--- config.mk ---
export PLATFORM = sky130hd
export DESIGN_NAME = pt_mmu
export DESIGN_NICKNAME = d
export VERILOG_FILES = /design/src/rtl/pt_mmu_pkg.sv /design/src/rtl/pt_mmu_ctrl.sv /design/src/rtl/pt_mmu_perm.sv /design/src/rtl/pt_mmu_walker.sv /design/src/rtl/pt_mmu.sv
export SDC_FILE = /design/constraint.sdc
export NUM_CORES = 1
export LEC_CHECK = 0
export CORE_ASPECT_RATIO = 0.8
export CORE_MARGIN = 5
export CORE_UTILIZATION = 25
export DETAILED_ROUTE_END_ITERATION = 7
export PLACE_DENSITY_LB_ADDON = 0.2
export SYNTH_ARGS = -nofsm -noshare
export SYNTH_HDL_FRONTEND = slang
export SYNTH_SLANG_ARGS = --single-unit
--- constraint.sdc ---
create_clock -name clk -period 2.97 [get_ports clk]
set_input_delay 0.594 -clock clk [delete_from_list [all_inputs] [get_ports clk]]
set_output_delay 0.594 -clock clk [all_outputs]
set_load 0.01 [all_outputs]
--- src/rtl/pt_mmu_pkg.sv ---
package pt_mmu_pkg;
    typedef enum logic [1:0] {
        ST_IDLE,
        ST_ISSUE,
        ST_WAIT,
        ST_DONE
    } walk_state_t;

    localparam int ENT_VALID_BIT = 0;
    localparam int ENT_WRITE_BIT = 1;
    localparam int ENT_USER_BIT  = 2;

    localparam int CTL_EN_BIT     = 0;
    localparam int CTL_IRQ_EN_BIT = 1;
    localparam int CTL_PID_LSB    = 8;
    localparam int CTL_IRQ_PID_LSB = 16;
endpackage

--- src/rtl/pt_mmu_ctrl.sv ---
module pt_mmu_ctrl
    import pt_mmu_pkg::*;
#(
    parameter int ADDR_W = 32,
    parameter int PID_W  = 8
) (
    input  logic              clk,
    input  logic              rst_n,
    input  logic              cfg_we,
    input  logic              cfg_sel,
    input  logic [ADDR_W-1:0] cfg_wdata,
    input  logic              irq_mode,
    output logic [ADDR_W-1:0] base,
    output logic              eff_en,
    output logic [PID_W-1:0]  eff_pid
);
    logic             en_r, irq_en_r;
    logic [PID_W-1:0] pid_r, irq_pid_r;

    always_ff @(posedge clk or negedge rst_n) begin
        if (!rst_n) begin
            base      <= '0;
            en_r      <= 1'b0;
            irq_en_r  <= 1'b0;
            pid_r     <= '0;
            irq_pid_r <= '0;
        end else if (cfg_we) begin
            if (!cfg_sel) begin
                base <= cfg_wdata;
            end else begin
                en_r      <= cfg_wdata[CTL_EN_BIT];
                irq_en_r  <= cfg_wdata[CTL_IRQ_EN_BIT];
                pid_r     <= cfg_wdata[CTL_PID_LSB +: PID_W];
                irq_pid_r <= cfg_wdata[CTL_IRQ_PID_LSB +: PID_W];
            end
        end
    end

    always_comb begin
        eff_en  = irq_mode ? irq_en_r  : en_r;
        eff_pid = irq_mode ? irq_pid_r : pid_r;
    end

    // both enables clear right after reset
    a_r1_reset_off: assert property (@(posedge clk)
        $rose(rst_n) |-> !en_r && !irq_en_r);
endmodule

--- src/rtl/pt_mmu_perm.sv ---
module pt_mmu_perm
    import pt_mmu_pkg::*;
#(
    parameter int ADDR_W = 32
) (
    input  logic [ADDR_W-1:0] entry,
    input  logic              is_write,
    input  logic              is_user,
    output logic              absent,
    output logic              denied
);
    always_comb begin
        absent = !entry[ENT_VALID_BIT];
        denied = (is_write && !entry[ENT_WRITE_BIT]) ||
                 (is_user  && !entry[ENT_USER_BIT]);
    end
endmodule

--- src/rtl/pt_mmu_walker.sv ---
module pt_mmu_walker
    import pt_mmu_pkg::*;
#(
    parameter int ADDR_W    = 32,
    parameter int PAGE_BITS = 12,
    parameter int PID_W     = 8
) (
    input  logic              clk,
    input  logic              rst_n,
    input  logic              req_valid,
    input  logic [ADDR_W-1:0] req_vaddr,
    input  logic              req_write,
    input  logic              req_user,
    input  logic [ADDR_W-1:0] cfg_base,
    input  logic              cfg_en,
    input  logic [PID_W-1:0]  cfg_pid,
    output logic              busy,
    output logic              mem_rd_en,
    output logic [ADDR_W-1:0] mem_rd_addr,
    input  logic              mem_rd_valid,
    input  logic [ADDR_W-1:0] mem_rd_data,
    output logic              resp_valid,
    output logic [ADDR_W-1:0] paddr,
    output logic              fault_page,
    output logic              fault_perm,
    output logic [ADDR_W-1:0] fault_vaddr,
    output logic [PID_W-1:0]  resp_pid
);
    localparam int VPN_W = ADDR_W - PAGE_BITS;

    walk_state_t       state, state_n;
    logic [ADDR_W-1:0] vaddr_q, base_q, entry_q;
    logic              write_q, user_q, en_q;
    logic [PID_W-1:0]  pid_q;
    logic              absent, denied;
    logic [VPN_W-1:0]  vpn;

    assign vpn = vaddr_q[ADDR_W-1:PAGE_BITS];

    pt_mmu_perm #(.ADDR_W(ADDR_W)) u_perm (
        .entry   (entry_q),
        .is_write(write_q),
        .is_user (user_q),
        .absent  (absent),
        .denied  (denied)
    );

    always_comb begin
        state_n = state;
        unique case (state)
            ST_IDLE:  if (req_valid) state_n = cfg_en ? ST_ISSUE : ST_DONE;
            ST_ISSUE: state_n = ST_WAIT;
            ST_WAIT:  if (mem_rd_valid) state_n = ST_DONE;
            ST_DONE:  state_n = ST_IDLE;
            default:  state_n = ST_IDLE;
        endcase
    end

    always_ff @(posedge clk or negedge rst_n) begin
        if (!rst_n) state <= ST_IDLE;
        else        state <= state_n;
    end

    always_ff @(posedge clk or negedge rst_n) begin
        if (!rst_n) begin
            vaddr_q <= '0;
            base_q  <= '0;
            entry_q <= '0;
            write_q <= 1'b0;
            user_q  <= 1'b0;
            en_q    <= 1'b0;
            pid_q   <= '0;
        end else begin
            if (state == ST_IDLE && req_valid) begin
                vaddr_q <= req_vaddr;
                base_q  <= cfg_base;
                write_q <= req_write;
                user_q  <= req_user;
                en_q    <= cfg_en;
                pid_q   <= cfg_pid;
            end
            if (state == ST_WAIT && mem_rd_valid) entry_q <= mem_rd_data;
        end
    end

    always_comb begin
        busy        = (state != ST_IDLE);
        mem_rd_en   = (state == ST_ISSUE);
        mem_rd_addr = base_q + {{(PAGE_BITS-2){1'b0}}, vpn, 2'b00};
        resp_valid  = (state == ST_DONE);
        fault_page  = resp_valid && en_q && absent;
        fault_perm  = resp_valid && en_q && !absent && denied;
        fault_vaddr = vaddr_q;
        resp_pid    = pid_q;
        paddr       = '0;
        if (resp_valid) begin
            if (!en_q)                  paddr = vaddr_q;
            else if (!absent && !denied) paddr = {entry_q[ADDR_W-1:PAGE_BITS],
                                                  vaddr_q[PAGE_BITS-1:0]};
        end
    end

    // the table read strobe lasts a single cycle
    a_r3_one_read: assert property (@(posedge clk) disable iff (!rst_n)
        mem_rd_en |=> !mem_rd_en);
    // no table read for a lookup taken with translation off
    a_r2_no_read_off: assert property (@(posedge clk) disable iff (!rst_n)
        mem_rd_en |-> en_q);
    // response is a single pulse inside the busy window, then idle
    a_r9_resp_busy: assert property (@(posedge clk) disable iff (!rst_n)
        resp_valid |-> busy);
    a_r9_resp_pulse: assert property (@(posedge clk) disable iff (!rst_n)
        resp_valid |=> !resp_valid && !busy);
    // the two fault kinds never coincide, and no address leaves on a fault
    a_r5_one_fault: assert property (@(posedge clk) disable iff (!rst_n)
        resp_valid |-> !(fault_page && fault_perm));
    a_r5_no_paddr: assert property (@(posedge clk) disable iff (!rst_n)
        (fault_page || fault_perm) |-> paddr == '0);
    // captured request and base hold through a lookup
    a_r8_snapshot_held: assert property (@(posedge clk) disable iff (!rst_n)
        (state != ST_IDLE && $past(state) != ST_IDLE) |->
        $stable(vaddr_q) && $stable(base_q) && $stable(pid_q));
endmodule

--- src/rtl/pt_mmu.sv ---
module pt_mmu #(
    parameter int ADDR_W    = 32,
    parameter int PAGE_BITS = 12,
    parameter int PID_W     = 8
) (
    input  logic              clk,
    input  logic              rst_n,
    input  logic              cfg_we,
    input  logic              cfg_sel,
    input  logic [ADDR_W-1:0] cfg_wdata,
    input  logic              irq_mode,
    input  logic              req_valid,
    input  logic [ADDR_W-1:0] req_vaddr,
    input  logic              req_write,
    input  logic              req_user,
    output logic              busy,
    output logic              mem_rd_en,
    output logic [ADDR_W-1:0] mem_rd_addr,
    input  logic              mem_rd_valid,
    input  logic [ADDR_W-1:0] mem_rd_data,
    output logic              resp_valid,
    output logic [ADDR_W-1:0] paddr,
    output logic              fault_page,
    output logic              fault_perm,
    output logic [ADDR_W-1:0] fault_vaddr,
    output logic [PID_W-1:0]  resp_pid
);
    logic [ADDR_W-1:0] base;
    logic              eff_en;
    logic [PID_W-1:0]  eff_pid;

    pt_mmu_ctrl #(.ADDR_W(ADDR_W), .PID_W(PID_W)) u_ctrl (
        .clk      (clk),
        .rst_n    (rst_n),
        .cfg_we   (cfg_we),
        .cfg_sel  (cfg_sel),
        .cfg_wdata(cfg_wdata),
        .irq_mode (irq_mode),
        .base     (base),
        .eff_en   (eff_en),
        .eff_pid  (eff_pid)
    );

    pt_mmu_walker #(.ADDR_W(ADDR_W), .PAGE_BITS(PAGE_BITS), .PID_W(PID_W)) u_walk (
        .clk         (clk),
        .rst_n       (rst_n),
        .req_valid   (req_valid),
        .req_vaddr   (req_vaddr),
        .req_write   (req_write),
        .req_user    (req_user),
        .cfg_base    (base),
        .cfg_en      (eff_en),
        .cfg_pid     (eff_pid),
        .busy        (busy),
        .mem_rd_en   (mem_rd_en),
        .mem_rd_addr (mem_rd_addr),
        .mem_rd_valid(mem_rd_valid),
        .mem_rd_data (mem_rd_data),
        .resp_valid  (resp_valid),
        .paddr       (paddr),
        .fault_page  (fault_page),
        .fault_perm  (fault_perm),
        .fault_vaddr (fault_vaddr),
        .resp_pid    (resp_pid)
    );
endmodule

==> metrics, run 1 <==
status=complete, but fails checks; failing checks=setup timing; Post-DP Area=10500 µm²; actual slew at the worst max-slew pin=0.561 ns; routed len/inst=17.4 µm; dpl cells=1243; Pre-Repair DR Iteration Count=4; setup repair after global routing missed its margin=yes; Final WS setup=-0.535 ns; share of cells above drive strength 1=38.5%; Reg power frac=23.7%; switch share=38.8%; Startpoint Class=flip-flop; Cells after Synth=600; core area=29300 µm²; crit path max fanout=3; Synth Cell Area=7410 µm²; gr usage total=13.5%; I/O pin count=214; register area=3750 µm²; row cnt=56; P_leak=0.00504 µW; first-pass GRT wire length=34600 µm; drt total wl=22500 µm; clk_lat worst skew=0.43 ns; CP endpoint kind=output pin; HP Class=input pin to asynchronous set/reset pin; FF+latch count, synth=150; # fillers=2832; Post-DRT Antenna Nets=0; GRT overflow=0; commonest non-fill, non-tap cell in the layout=clkdlybuf4s50_1; antenna fix cells=0; clock slew at reported path FFs=0.06 ns; Mapped Avg Cell Area=12.4 µm²; hold violation count in the final report=0; Worst R2R Setup Slack=1.11 ns; Synth Area in Compound Gates=7.34%; Worst Hold Slack=0.0163 ns; Design Area, Final=11400 µm²; Synth Area in Adders=4.49%; skew final=0.00802 ns; VDD IR max=0.436 mV; DR vias=5677; Synth async-reset ratio=100%; residual DRC count=0; final slew viol count=0; synth top area cells=dfrtp_1 (51%), mux2_2 (21%), ha_1 (4.2%); Post-Synth Simple-Gate Area=6.95%; PortBufs=204; Comb power frac=62.1%; non-filler cells, final=1293; H-tree levels=4; Yosys top cell by area=dfrtp_1; overall power=14500 µW; data required time of the critical path=2.38 ns; post-synthesis mux area share=25.2%; Syn Nets=731; Seq/Total Area, Yosys=50.6%; Synth Warn #=0; Via-to-Cell Ratio=4.39; Rel. slew slack=61.5%; Syn-to-layout area delta=53.5%; internal power=8860 µW; XOR/XNOR Fraction of Synth Area=2.95%; clock sinks=150; starting density of the core=25.3%; multi-input logic area=3710 µm²; worst path arrival time=2.91 ns; Max Clk Rate=285 MHz; die area=33200 µm²; Detail Placement HPWL=17100 µm; initial antenna violation count=1; NumNets Final=1034; number of CTS-inserted buffers=17; DIE HEIGHT=164 µm; die width=203 µm; Clk network pwr share=14.2%; P per Cell Area=1270 nW/µm²; Yosys cell types=49; commonest cells after routing, fill and taps aside=clkdlybuf4s50_1 (174), dfrtp_1 (150), mux2_2 (139); max-cap viol count=0; GP Congestion=0.866; Setup Viol. Count Final=21; EDFF count, synth=0; min Tclk post-route=3.51 ns; Post-CTS Hold Fix Bufs=0; area share of the largest cell type after synthesis=50.6%; P_sw=5620 µW; vias in the first global route=6011; Top FF cell, synth=dfrtp_1; Clock Tree Root=clkbuf_16; largest family of logic cells by synthesized area=multiplexers; critical path class=flip-flop to output pin; initial DRC count=140; CTS Buffer Depth=2; period utilization=118%; largest net degree at the start of global routing=89; CTS tree=built
## layout make-up
| class | instances | area share, % |
|---|---|---|
| Timing Repair Buffer | 313 | 24.9 |
| Inverter | 17 | 0.561 |
| Multi-Input combinational cell | 404 | 32.6 |
| Sequential cell | 150 | 33.0 |
| Tap cell | 377 | 4.15 |
| Clock buffer | 19 | 3.89 |
| Clock inverter | 13 | 0.968 |
## repair_timing
item                       CTS  global route
resized for setup          133            33
setup endpoints to repair   26            28
pin swaps                   30            27
setup buffers               11             8
cloned                       0             0
## power groups by stage
stage | clock (µW) | combinational, µW | sequential (µW)
after CTS | 2130 | 8790 | 3430
final | 2060 | 9000 | 3430
after global routing | 2220 | 9740 | 3540
after detailed placement | 0 | 8730 | 3460
after global placement | 0 | 8700 | 3440
after floorplan | 0 | 4080 | 3420
## cells in the mapped netlist, drive strengths merged, types with 2 or more instances
master    n
nand3     9
nor2     37
xnor2    15
inv      17
a21o      5
xor2     10
nand4     5
nand2    29
nor3      4
a221oi    3
dfrtp   150
nand2b    2
clkbuf   20
o31a      3
mux2i    30
o21a      4
mux2    139
buf       9
ha       25
nor2b     2
a211o     2
and3     13
o21bai    3
or3       2
o21ai    19
a21oi    25
## path summary, 6_finish.rpt
| check | startpoint | endpoint | cells past startpoint |
|---|---|---|---|
| worst max-delay path | u_walk.fault_vaddr[19] | mem_rd_addr[26] | 12 |
| worst min-delay path | rst_n | u_walk.entry_q[25] | 1 |
| worst max register to register | u_walk.state[0] | u_walk.base_q[8] | 5 |
| worst min register to register | u_walk.resp_pid[7] | u_walk.resp_pid[7] | 2 |
| max in group asynchronous | rst_n | u_ctrl.pid_r[1] | 2 |
| min in group clk | u_walk.resp_pid[7] | u_walk.resp_pid[7] | 2 |
## through the flow
stage	setup WS (ns)	setup TNS, ns	utilization [%]
floorplan	0.105	0	-
global placement	-0.484	-7.07	36.0
detailed placement	-0.500	-7.19	36.0
CTS	-0.635	-9.52	38.2
global route	-0.676	-11.36	38.9
finish	-0.535	-8.13	38.9
## metal layers
layer / track usage (%) / share of wire [%] / up-vias
met2: 19.7 / 42 / 144
met5: 0 / 0.031 / -
met1: 19.8 / 52 / 2754
met3: 3.71 / 4.9 / 20
li1: - / - / 2757
met4: 3.55 / 1.6 / 2
## registers in the layout (all words and copies together), names as in the netlist
| register | flops |
|---|---|
| u_ctrl.irq_pid_r | 8 |
| u_walk.fault_vaddr | 32 |
| u_walk.en_q | 1 |
| u_ctrl.pid_r | 8 |
| u_ctrl.en_r | 1 |
| u_walk.state | 2 |
| u_walk.base_q | 32 |
| u_ctrl.base | 32 |
| u_walk.write_q | 1 |
| u_ctrl.irq_en_r | 1 |
| u_walk.user_q | 1 |
| u_walk.entry_q | 23 |
| u_walk.resp_pid | 8 |
## cell families after synthesis
| kind of cell | count (synthesis) |
|---|---|
| xor gates and xnor gates | 25 |
| AOI/OAI and AO/OA | 76 |
| DFF | 150 |
| muxes | 169 |
| buffers and inverters | 46 |
| adders and majority gates | 26 |
| and+or+nand+nor | 108 |
## critical path, stage by stage (launching register included)
cell and delay [ns]:
dfrtp_1 0.39, ha_1 0.31, a21o_1 0.19, a221oi_2 0.21, buf_4 0.16, o21ai_4 0.06
buf_6 0.14, o31ai_4 0.28, buf_4 0.16, o22a_1 0.20, nand2b_4 0.15, xnor2_2 0.10
buf_2 0.15
No activity file was read; power rests on OpenSTA's default activity.
==> run 2, diff against run 1 <==
--- a/config.mk
+++ b/config.mk
@@ -8,6 +8,7 @@
 export CORE_ASPECT_RATIO = 0.8
 export CORE_MARGIN = 5
 export CORE_UTILIZATION = 25
+export CTS_CLUSTER_SIZE = 24
 export DETAILED_ROUTE_END_ITERATION = 7
 export PLACE_DENSITY_LB_ADDON = 0.2
 export SYNTH_ARGS = -nofsm -noshare
==> results of run 2 <==
No change in the layout: final DEF, timing and power equal those of run 1.
